===== src/rtl/lockdet_pkg.sv =====
package lockdet_pkg;

    localparam int NCH = 2;

    typedef enum logic [1:0] {
        DET_IDLE = 2'd0,
        DET_WAIT = 2'd1,
        DET_LATE = 2'd2
    } det_state_e;

    // sel[1] is ld1_i, sel[0] is ld2_i
    typedef struct packed {
        logic       test;
        logic       sb1;
        logic       sb2;
        logic [1:0] sel;
    } ld_ctrl_t;

    typedef struct packed {
        logic pres1;
        logic pres2;
        logic div1;
        logic div2;
        logic refc;
        logic tap2;
        logic tap4;
    } probe_t;

    // opts = {v11, v10, v01, v00}
    function automatic logic pick4(input logic [1:0] s, input logic [3:0] opts);
        return opts[s];
    endfunction

endpackage


===== src/rtl/phase_window_det.sv =====
module phase_window_det
    import lockdet_pkg::*;
#(
    parameter int WIN_CYC   = 2,
    parameter int LOCK_RUNS = 4
) (
    input  logic clk,
    input  logic rst,
    input  logic standby,
    input  logic ref_in,
    input  logic div_in,
    output logic locked,
    output logic pass,
    output logic fail
);
    localparam int GW = $clog2(WIN_CYC + 1);
    localparam int RW = $clog2(LOCK_RUNS + 1);
    localparam logic [GW-1:0] GAP_LIM = GW'(WIN_CYC);
    localparam logic [GW-1:0] GAP_ONE = GW'(1);
    localparam logic [RW-1:0] RUN_LIM = RW'(LOCK_RUNS);

    logic ref_q, div_q, ref_rise, div_rise;
    logic lead_ref, lead_ref_n, partner, same;
    det_state_e st, st_n;
    logic [GW-1:0] gap, gap_n;
    logic [RW-1:0] runs, runs_n;

    assign ref_rise = ref_in & ~ref_q;
    assign div_rise = div_in & ~div_q;
    assign partner  = lead_ref ? div_rise : ref_rise;
    assign same     = lead_ref ? ref_rise : div_rise;

    // edge pairing and window judgement
    always_comb begin
        st_n       = st;
        gap_n      = gap;
        lead_ref_n = lead_ref;
        pass       = 1'b0;
        fail       = 1'b0;
        if (standby) begin
            st_n = DET_IDLE;
        end else begin
            case (st)
                DET_WAIT: begin
                    if (partner) begin
                        if (gap < GAP_LIM) pass = 1'b1;
                        else               fail = 1'b1;
                        st_n = DET_IDLE;
                    end else if (same) begin
                        fail  = 1'b1;
                        gap_n = GAP_ONE;
                    end else if (gap >= GAP_LIM) begin
                        fail = 1'b1;
                        st_n = DET_LATE;
                    end else begin
                        gap_n = gap + GAP_ONE;
                    end
                end
                DET_LATE: begin
                    if (same) begin
                        st_n  = DET_WAIT;
                        gap_n = GAP_ONE;
                    end else if (partner) begin
                        st_n = DET_IDLE;
                    end
                end
                default: begin
                    if (ref_rise && div_rise) begin
                        pass = 1'b1;
                    end else if (ref_rise || div_rise) begin
                        st_n       = DET_WAIT;
                        gap_n      = GAP_ONE;
                        lead_ref_n = ref_rise;
                    end
                end
            endcase
        end
    end

    // consecutive good-comparison run, saturating
    always_comb begin
        runs_n = runs;
        if (standby || fail)
            runs_n = '0;
        else if (pass && runs != RUN_LIM)
            runs_n = runs + RW'(1);
    end

    assign locked = (runs == RUN_LIM);

    always_ff @(posedge clk) begin
        if (rst) begin
            ref_q    <= 1'b0;
            div_q    <= 1'b0;
            st       <= DET_IDLE;
            gap      <= '0;
            lead_ref <= 1'b0;
            runs     <= '0;
        end else begin
            ref_q    <= ref_in;
            div_q    <= div_in;
            st       <= st_n;
            gap      <= gap_n;
            lead_ref <= lead_ref_n;
            runs     <= runs_n;
        end
    end

endmodule


===== src/rtl/osc_taps.sv =====
module osc_taps (
    input  logic clk,
    input  logic rst,
    output logic tap2,
    output logic tap4
);
    always_ff @(posedge clk) begin
        if (rst) begin
            tap2 <= 1'b0;
            tap4 <= 1'b0;
        end else begin
            tap2 <= ~tap2;
            if (tap2) tap4 <= ~tap4;
        end
    end
endmodule


===== src/rtl/ld_out_mux.sv =====
module ld_out_mux
    import lockdet_pkg::*;
(
    input  ld_ctrl_t       ctrl,
    input  logic [NCH-1:0] chan_ok,
    input  probe_t         probe,
    output logic           ld
);
    always_comb begin
        if (!ctrl.test)
            ld = pick4(ctrl.sel, {chan_ok[0] & chan_ok[1], chan_ok[0], chan_ok[1], 1'b0});
        else if (ctrl.sb1 && !ctrl.sb2)
            ld = pick4(ctrl.sel, {probe.refc, probe.div2, probe.pres2, 1'b0});
        else if (!ctrl.sb1 && ctrl.sb2)
            ld = pick4(ctrl.sel, {probe.tap2, probe.div1, probe.pres1, probe.tap4});
        else
            ld = 1'b0;
    end
endmodule


===== src/rtl/pll_lock_monitor.sv =====
module pll_lock_monitor
    import lockdet_pkg::*;
#(
    parameter int WIN_CYC   = 2,
    parameter int LOCK_RUNS = 4
) (
    input  logic clk,
    input  logic rst,
    input  logic ref1_i,
    input  logic div1_i,
    input  logic ref2_i,
    input  logic div2_i,
    input  logic pres1_i,
    input  logic pres2_i,
    input  logic test_i,
    input  logic sb1_i,
    input  logic sb2_i,
    input  logic ld1_i,
    input  logic ld2_i,
    output logic ld_o
);
    logic [NCH-1:0] ref_v, div_v, sb_v;
    logic [NCH-1:0] locked_v, pass_v, fail_v, chan_ok;
    logic tap2, tap4;
    ld_ctrl_t ctrl;
    probe_t   probe;

    assign ref_v = {ref2_i, ref1_i};
    assign div_v = {div2_i, div1_i};
    assign sb_v  = {sb2_i, sb1_i};

    for (genvar g = 0; g < NCH; g++) begin : g_ch
        phase_window_det #(
            .WIN_CYC  (WIN_CYC),
            .LOCK_RUNS(LOCK_RUNS)
        ) u_det (
            .clk    (clk),
            .rst    (rst),
            .standby(sb_v[g]),
            .ref_in (ref_v[g]),
            .div_in (div_v[g]),
            .locked (locked_v[g]),
            .pass   (pass_v[g]),
            .fail   (fail_v[g])
        );
        assign chan_ok[g] = sb_v[g] | locked_v[g];
    end

    osc_taps u_taps (
        .clk (clk),
        .rst (rst),
        .tap2(tap2),
        .tap4(tap4)
    );

    assign ctrl  = '{test: test_i, sb1: sb1_i, sb2: sb2_i, sel: {ld1_i, ld2_i}};
    assign probe = '{pres1: pres1_i, pres2: pres2_i, div1: div1_i, div2: div2_i,
                     refc: ref2_i, tap2: tap2, tap4: tap4};

    ld_out_mux u_mux (
        .ctrl   (ctrl),
        .chan_ok(chan_ok),
        .probe  (probe),
        .ld     (ld_o)
    );

endmodule


===== config.mk =====
export PLATFORM = sky130hd
export DESIGN_NAME = pll_lock_monitor
export DESIGN_NICKNAME = d
export VERILOG_FILES = /design/src/rtl/lockdet_pkg.sv /design/src/rtl/phase_window_det.sv /design/src/rtl/osc_taps.sv /design/src/rtl/ld_out_mux.sv /design/src/rtl/pll_lock_monitor.sv
export SDC_FILE = /design/constraint.sdc
export NUM_CORES = 1
export LEC_CHECK = 0
export ABC_CLOCK_PERIOD_IN_PS = 5650
export BUFFER_PORTS_ARGS = -buffer_cell sky130_fd_sc_hd__buf_4
export CAP_MARGIN = 20
export CORE_ASPECT_RATIO = 1.75
export CORE_MARGIN = 5
export CORE_UTILIZATION = 60
export DETAILED_ROUTE_END_ITERATION = 8
export PLACE_DENSITY = 0.8
export SLEW_MARGIN = 40
export SYNTH_ARGS = -nofsm -noshare
export SYNTH_HDL_FRONTEND = slang
export SYNTH_HIERARCHICAL = 1
export SYNTH_SLANG_ARGS = --single-unit

===== constraint.sdc =====
create_clock -name clk -period 5.65 [get_ports clk]
set_clock_uncertainty 0.2 [all_clocks]
set_input_delay 1.13 -clock clk [delete_from_list [all_inputs] [get_ports clk]]
set_output_delay 1.13 -clock clk [all_outputs]
set_load 0.01 [all_outputs]

# == Yosys cells after proc, flatten, opt, wreduce, memory -nomap -nowiden ==
# Index checks and enable logic that the tools add are counted.
# totals
reg_bits,22
input_bits,13
out_inout_bits,1
word_cells,151
# classes
add_sub_neg,4
magnitude_cmp,5
n_eq_ne,22
n_mux,61
n_bitwise,19
n_reduce_logical,26
# op_table
op,n
$mux 2,22
$mux 1,30
$pmux 2 s2,4
$ne 3x1->1 const B,4
$ne 3x2->1 const B,4
$ne 3x3->1 const B,4
$not 1->1,12
$reduce_and 6->1,2
$reduce_or 2->1,6
$reduce_and 5->1,2
$reduce_and 4->1,2
$add 3x1->3 const B,2
$bmux 1 s2,3
$eq 3x3->1 const B,2
$logic_and 1x1->1,6
$reduce_bool 3->1,2
$and 1x1->1,5
$add 2x1->2 const B,2
$eq 2x1->1 const B,2
$eq 2x2->1 const B,2
$ge 2x2->1 const B,2
$logic_or 1x1->1,4
$lt 2x2->1 const B,2
$ne 2x1->1 const B,2
other kinds (5),9

# == Depth between registers and ports, before layout ==
# Gate-level depths: netlist of the first run.
# logic_depth
depth_word,9
mapped_depth,7
ltp_nobuf,7

# == Hierarchy ==
# The synthesis of the first run kept the hierarchy.
# by_module_without_submodules
module,n_inst,cells_per_inst,area_per_inst_um2,seq_area_each_um2
phase_window_det (g_ch[1].u_det),1,88,749.5,200.2
phase_window_det (g_ch[0].u_det),1,88,740.7,200.2
ld_out_mux,1,10,95.1,0.0
osc_taps,1,5,56.3,40.0
pll_lock_monitor,1,2,12.5,0.0

# == Least setup slack after synthesis of the first run ==
# OpenSTA, ideal clock, no wires.
# synth_path
path_kind,input -> output
start,in ld2_i
end,out ld_o
t_arrival_ns,1.827
required_ns,4.320
path_slack_ns,2.493
cell_stages,3
path_buffers,0
path_cell_list,mux4_2 nand4b_1 o211ai_1
# synth_via
elab_chain_len,5
elab_cells_between_ends,9
cone_classes,mux: 9
# synth_rtl
item,line_no,text
"start, declared",pll_lock_monitor.sv:19,"input logic ld2_i,"
$bmux 1 s2,lockdet_pkg.sv:31,return opts[s];
$mux 1 (not written as such),lockdet_pkg.sv:31,
$mux 1,ld_out_mux.sv:14,else if (!ctrl.sb1 && ctrl.sb2)
$mux 1,ld_out_mux.sv:12,else if (ctrl.sb1 && !ctrl.sb2)
$mux 1 (*),ld_out_mux.sv:10,if (!ctrl.test)
"end, declared",pll_lock_monitor.sv:20,output logic ld_o
# Every way passes the cells marked *; elsewhere a longest branch is shown, timed or not. The select of a mux whose other input is x is not followed.

# == Worst setup path after layout of the first run ==
# Same ends and word-level chain as after synthesis.

==> run_results.csv, run 1 <==
group,metric,value,unit
run_status,run_status,"finished, final reports clean",
finish,diodes,0,
synthesis,netlist_instances,191,
detailed_routing,ant_nets,0,
clocking,cts_tree,"built",
pwr,p_total,358.5,uW
detailed_routing,wl_per_cell,15.80,microns
synthesis,synth_nets,216,
detailed_routing,vias,1452,
global_routing,grt_pass1_wl,6203,microns
timing,period_share,0.6029,
timing,fmax,293.6,MHz
worst_setup_path,crit_type,"in2out",
detailed_routing,route.met3.wl,70,microns
detailed_routing,route.met2.wl,2123,microns
worst_setup_path,slowest_delay,490,ps
die,start_util,0.6174,
finish,drive_gt1_frac,0.1823,
finish,fin_nets,230,
global_routing,grt_start_max_net_pins,21,
detailed_routing,vias_per_cell,6.313,
timing,period_needed,3407,ps
worst_setup_path,crit_slowest_cell,"mux4_2",
worst_setup_path,ff2ff_path_depth,6,
worst_setup_path,critPathArrivalTime,2080,ps
clocking,cts_setup_buffers,0,
worst_setup_path,crit_chain,"buf_4 -> mux4_2 -> nand4b_1 -> o211ai_1 -> buf_4",
place,place_ws,2247,ps
timing,worst_hold_slack,264.5,ps
worst_setup_path,cp.required,4320,ps
detailed_routing,routed_wl,3633,microns
run,maxCapViolations,0,
hold_path,min_path_type,"reg2reg",
timing,max_slew_margin,0.7629,
die,pin_count,14,
die,coreArea,2659,sq um
pwr,pwr_density_cell,200.5,nW/um^2
timing,final_max_slew_viol_count,0,
pwr,ir_worst_vdd,0.0001442,V
place,port_buffers,13,
clocking,clkSlewWorstSetupHoldPaths,80,ps
timing,finalHoldViolCount,0,
timing,rsz0062_at_grt,"no",
worst_setup_path,start_kind,"primary input",
hold_path,min_to,"u_taps/tap2$_SDFF_PP0_",
global_routing,grt_usage,0.1985,
clocking,cts_hold_buf,0,
finish,post-route-util,0.6725,
hold_path,holdPathStages,1,
pwr,power.leakage,0.6625,nW
detailed_routing,dr.max_layer_used,"met4",
timing,setup_viol,0,
worst_setup_path,rrSetupSlack,3430,ps
worst_setup_path,endpoint_kind,"output port",
synthesis,syn_avg_cell_area,8.595,sq um
clocking,cts_max_level,1,
die,core.rowCount,25,
worst_setup_path,timing.rr.start,"g_ch[0].u_det/st[1]$_SDFFE_PP0P_",
clocking,clk_latency,270,ps
die,dieArea,3923,sq um
synthesis,syn-cell-area,1642,sq um
worst_setup_path,r2r-end,"g_ch[0].u_det/gap[1]$_SDFFE_PP0P_",
worst_setup_path,path_max_fanout,4,
detailed_routing,dr.pass1.iters,4,
finish,area_growth,8.917,%
place,gp_congestion,0.9033,
die,fp.dieH,79.20,microns
detailed_routing,drt_iter0_drc,39,
global_routing,antenna_found_initial,0,
die,die_w,49.54,microns
place,dp_hpwl,2959,microns
timing,max_slew.worst_pin.slew,355.7,ps
global_routing,overflow,0,
timing,setup_ws,2243,ps
hold_path,hp-start,"u_taps/tap2$_SDFF_PP0_",
clocking,cts_resized,0,
clocking,cts-buffers-inserted,3,
timing,tns,0,ps
clocking,cts_num_sinks,22,
clocking,cts_root_buf,"clkbuf_8",
detailed_routing,drc,0,
global_routing,grt_pass1_vias,1464,
clocking,cts.path.max_buffers,2,
detailed_routing,drt-met1-wl,1280,microns
synthesis,ys_warn_count,6,
worst_setup_path,crit_top_cell,"buf_4",
finish,fillers,222,
==> final cells by class <==
type	instances	area (sq um)	share of cell area
inverters	17	63.81	0.03569
well taps	27	33.78	0.01889
multi-input cells	148	1111	0.6214
clock buffers	3	41.29	0.02309
flip-flops and latches	22	440.4	0.2463
repair buffers	13	97.59	0.05458
==> cells in the final DEF (no fill, tap or decap), drive strengths merged, types with 3 or more instances in the layout <==
| master | instances |
|---|---|
| nor2 | 24 |
| dfxtp | 22 |
| inv | 17 |
| buf | 13 |
| ha | 12 |
| nand2 | 9 |
| nand2b | 8 |
| mux2i | 8 |
| nor2b | 8 |
| nor3 | 6 |
| o21ai | 6 |
| a211oi | 6 |
| nand3b | 5 |
| a21oi | 4 |
| nand3 | 4 |
| or4 | 4 |
| or2 | 4 |
| clkbuf | 3 |
| xnor2 | 3 |
| a211o | 3 |
==> through the flow <==
stage	area (sq um)	cells
3_3_place_gp	1747	227
2_1_floorplan	1642	191
5_1_grt	1788	230
6_report	1788	230
3_5_place_dp	1747	227
4_1_cts	1788	230
==> power by group <==
group | leakage, nW | total, mW | internal (mW) | switching (mW)
Sequential | 0.180 | 0.171 | 0.163 | 0.00760
Clock | 0.0216 | 0.0986 | 0.0477 | 0.0508
Combinational | 0.461 | 0.0891 | 0.0404 | 0.0487
Total | 0.663 | 0.359 | 0.251 | 0.107
==> critical path, delay by kind of cell <==
family / cells / cell delay [ps]
compound gates: 1 / 90
buf+inv: 2 / 260
mux: 1 / 490
simple gates: 1 / 110
==> worst max-delay path by stage <==
stage / startpoint / end / slack [ps] / depth (start not counted)
after CTS: ld2_i / ld_o / 2250 / 5
after floorplan: ld2_i / ld_o / 2490 / 3
after global routing: ld2_i / ld_o / 2190 / 5
after detailed placement: ld2_i / ld_o / 2250 / 5
after global placement: ld2_i / ld_o / 2260 / 5
final: ld2_i / ld_o / 2240 / 5
==> flip-flops by register name, summed over array words and instances, names as in the netlist <==
name / cells
g_ch.u_det/div_q: 2
g_ch.u_det/gap: 4
g_ch.u_det/lead_ref: 2
g_ch.u_det/ref_q: 2
g_ch.u_det/runs: 6
g_ch.u_det/st: 4
u_taps/tap2: 1
u_taps/tap4: 1
==> routing by layer <==
metal	vias to the layer above	track usage
li1	714	-
met1	702	0.1777
met2	23	0.3890
met3	13	0.02627
met4	0	0.1286
met5	-	0
Note: power is estimated with default switching activity, not from simulation.
==> run 2, diff against run 1 <==
Settings changed: ABC_AREA set to 1, ABC_CLOCK_PERIOD_IN_PS 5650 to 2760, CORE_UTILIZATION 60 to 54, PLACE_DENSITY 0.8 to 0.76.
Clock period 5.65 ns to 2.76 ns, I/O delays scaled along.
==> run 2 against run 1 <==
Hold slack improved by 9.6 ps. Count of clock-buffer cells in the layout unchanged. First-iteration DRC count decreased by 38%. Final area increased by 6.6%. Power increased by 120%. Combinational power increased to 2.6 times the previous value. Register-to-register slack got worse by 2500 ps. Largest cell class unchanged.
==> run_results.csv, run 2 <==
group,metric,value,unit
timing,setup_ws,484.5,ps
worst_setup_path,critPathArrivalTime,1520,ps
clocking,cts_tree,"built",
place,place_ws,732.2,ps
detailed_routing,drt_iter0_drc,24,
worst_setup_path,crit_path_end,"ld_o",
detailed_routing,drc,0,
pwr,ir_worst_vdd,0.0002462,V
detailed_routing,wl_per_cell,9.948,microns
die,die_w,52.76,microns
timing,period_share,0.8245,
finish,area_growth,10.28,%
timing,final_max_slew_viol_count,0,
finish,seqCellArea,440.4,sq um
finish,post-route-util,0.6131,
worst_setup_path,cp.required,2010,ps
global_routing,grt_pass1_wl,6120,microns
global_routing,overflow,0,
timing,worst_hold_slack,274.1,ps
timing,max_slew.worst_pin.slew,307.9,ps
pwr,power_frac_seq,0.454,
detailed_routing,vias,1643,
finish,largest-register,"g_ch.u_det/runs",
finish,final_cells,343,
pwr,internal-power,525.7,uW
worst_setup_path,ff2ff_path_depth,9,
worst_setup_path,timing.rr.start,"g_ch[1].u_det/st[1]$_SDFFE_PP0P_",
pwr,power_frac_clock,0.248,
finish,reg.largest.list,"g_ch.u_det/runs (6), g_ch.u_det/gap (4), g_ch.u_det/st (4)",
synthesis,syn_avg_cell_area,6.042,sq um
synthesis,syn-cell-area,1728,sq um
detailed_routing,dr.pass1.iters,4,
worst_setup_path,endpoint_kind,"output port",
clocking,clk_latency,260,ps
clocking,cts.path.max_buffers,2,
pwr,power.leakage,0.9653,nW
timing,rsz0062_at_grt,"no",
finish,drive_gt1_frac,0.1500,
synthesis,netlist_instances,286,
global_routing,antenna_found_initial,0,
finish,multiInputGateArea,1036,sq um
timing,max_slew_margin,0.7948,
global_routing,grt_pass1_vias,1592,
pwr,p_switching,258.3,uW
finish,largest_register_ff_count,6,
clocking,cts-buffers-inserted,3,
die,fp.dieH,84.83,microns
global_routing,grt_usage,0.1745,
timing,setup_viol,0,
clocking,clkSlewWorstSetupHoldPaths,80,ps
detailed_routing,routed_wl,3412,microns
synthesis,synth_nets,311,
timing,tns,0,ps
finish,fin_nets,327,
detailed_routing,ant_nets,0,
detailed_routing,vias_per_cell,4.790,
pwr,switching_share,0.3295,
worst_setup_path,start_kind,"register",
die,start_util,0.5560,
run,maxCapViolations,0,
die,coreArea,3108,sq um
finish,diodes,0,
finish,finalInstanceArea,1906,sq um
clocking,cts_resized,0,
timing,finalHoldViolCount,0,
clocking,cts_setup_buffers,0,
global_routing,grt_start_max_net_pins,12,
pwr,p_total,784.1,uW
worst_setup_path,rrSetupSlack,970,ps
place,gp_congestion,0.8678,
worst_setup_path,crit_type,"reg2out",
synthesis,ys_warn_count,6,
timing,fmax,439.5,MHz
place,placed_cells,340,
finish,final_common_cell,"nand2_1",
die,pin_count,14,
pwr,pwr_density_cell,411.5,nW/um^2
pwr,p_comb_frac,0.298,
place,port_buffers,13,
clocking,cts_root_buf,"clkbuf_8",
run_status,run_status,"finished, final reports clean",
place,dpl_cell_area,1864,sq um
worst_setup_path,setup.worst_path.start,"g_ch[1].u_det/runs[0]$_SDFFE_PP0P_",
finish,layout_common_cells,"nand2_1 (68), inv_1 (54), nor2_1 (46)",
worst_setup_path,path_max_fanout,4,
finish,fillers,341,
die,dieArea,4476,sq um
timing,period_needed,2276,ps
hold_path,min_path_type,"reg2reg",
place,dp_hpwl,2901,microns
clocking,cts_max_level,1,
clocking,cts_num_sinks,22,
die,core.rowCount,27,
clocking,cts_hold_buf,0,
worst_setup_path,r2r-end,"g_ch[1].u_det/st[0]$_SDFFE_PP0P_",
[run 2: changes by cell type in the layout (fill, tap and decap cells not counted), moves of 9 or more]
cell / previous run / this run
nand2_1: 9 / 68
nand2_2: 0 / 9
nand3_1: 4 / 27
inv_2: 0 / 9
inv_1: 17 / 54
nor2_1: 24 / 46
[run 2: cell type report]
class,instances,area share
well taps,43,0.02823
multi-input cells,199,0.5437
flip-flops and latches,22,0.2311
clock buffers,3,0.02167
inverters,63,0.1241
repair buffers,13,0.05121
[run 2: how the worst min path moves through the flow]
stage | start | to | slack (ps) | depth (start not counted)
6_report | u_taps/tap2$_SDFF_PP0_ | u_taps/tap2$_SDFF_PP0_ | 270 | 1
5_1_grt | u_taps/tap2$_SDFF_PP0_ | u_taps/tap2$_SDFF_PP0_ | 300 | 1
4_1_cts | u_taps/tap2$_SDFF_PP0_ | u_taps/tap2$_SDFF_PP0_ | 280 | 1
3_5_place_dp | u_taps/tap2$_SDFF_PP0_ | u_taps/tap2$_SDFF_PP0_ | 260 | 1
3_3_place_gp | u_taps/tap2$_SDFF_PP0_ | u_taps/tap2$_SDFF_PP0_ | 240 | 1
2_1_floorplan | u_taps/tap2$_SDFF_PP0_ | u_taps/tap2$_SDFF_PP0_ | 230 | 1
[run 2: critical path, cell delays in order (launching register included)]
cell and delay (ps):
dfxtp_1 360, inv_1 70, ha_1 190, nand2_1 120, inv_1 80, inv_1 50
nand2_1 40, nor2_1 90, nor2_1 40, nand2_1 40, nand2_1 50, buf_4 140
[run 2: per-layer routing]
| layer | wire length, microns | GRT usage |
|---|---|---|
| met1 | 1312 | 0.1813 |
| met2 | 1964 | 0.3303 |
| met3 | 74 | 0.02636 |
| met4 | 61 | 0.06744 |
| met5 | 0 | 0 |
[run 2: power by group through the flow]
stage | sequential, mW | clock (mW) | combinational [mW]
global route | 0.359 | 0.218 | 0.273
detailed placement | 0.363 | 0 | 0.235
floorplan | 0.359 | 0 | 0.180
global placement | 0.363 | 0 | 0.233
CTS | 0.356 | 0.202 | 0.236
finish | 0.356 | 0.195 | 0.233
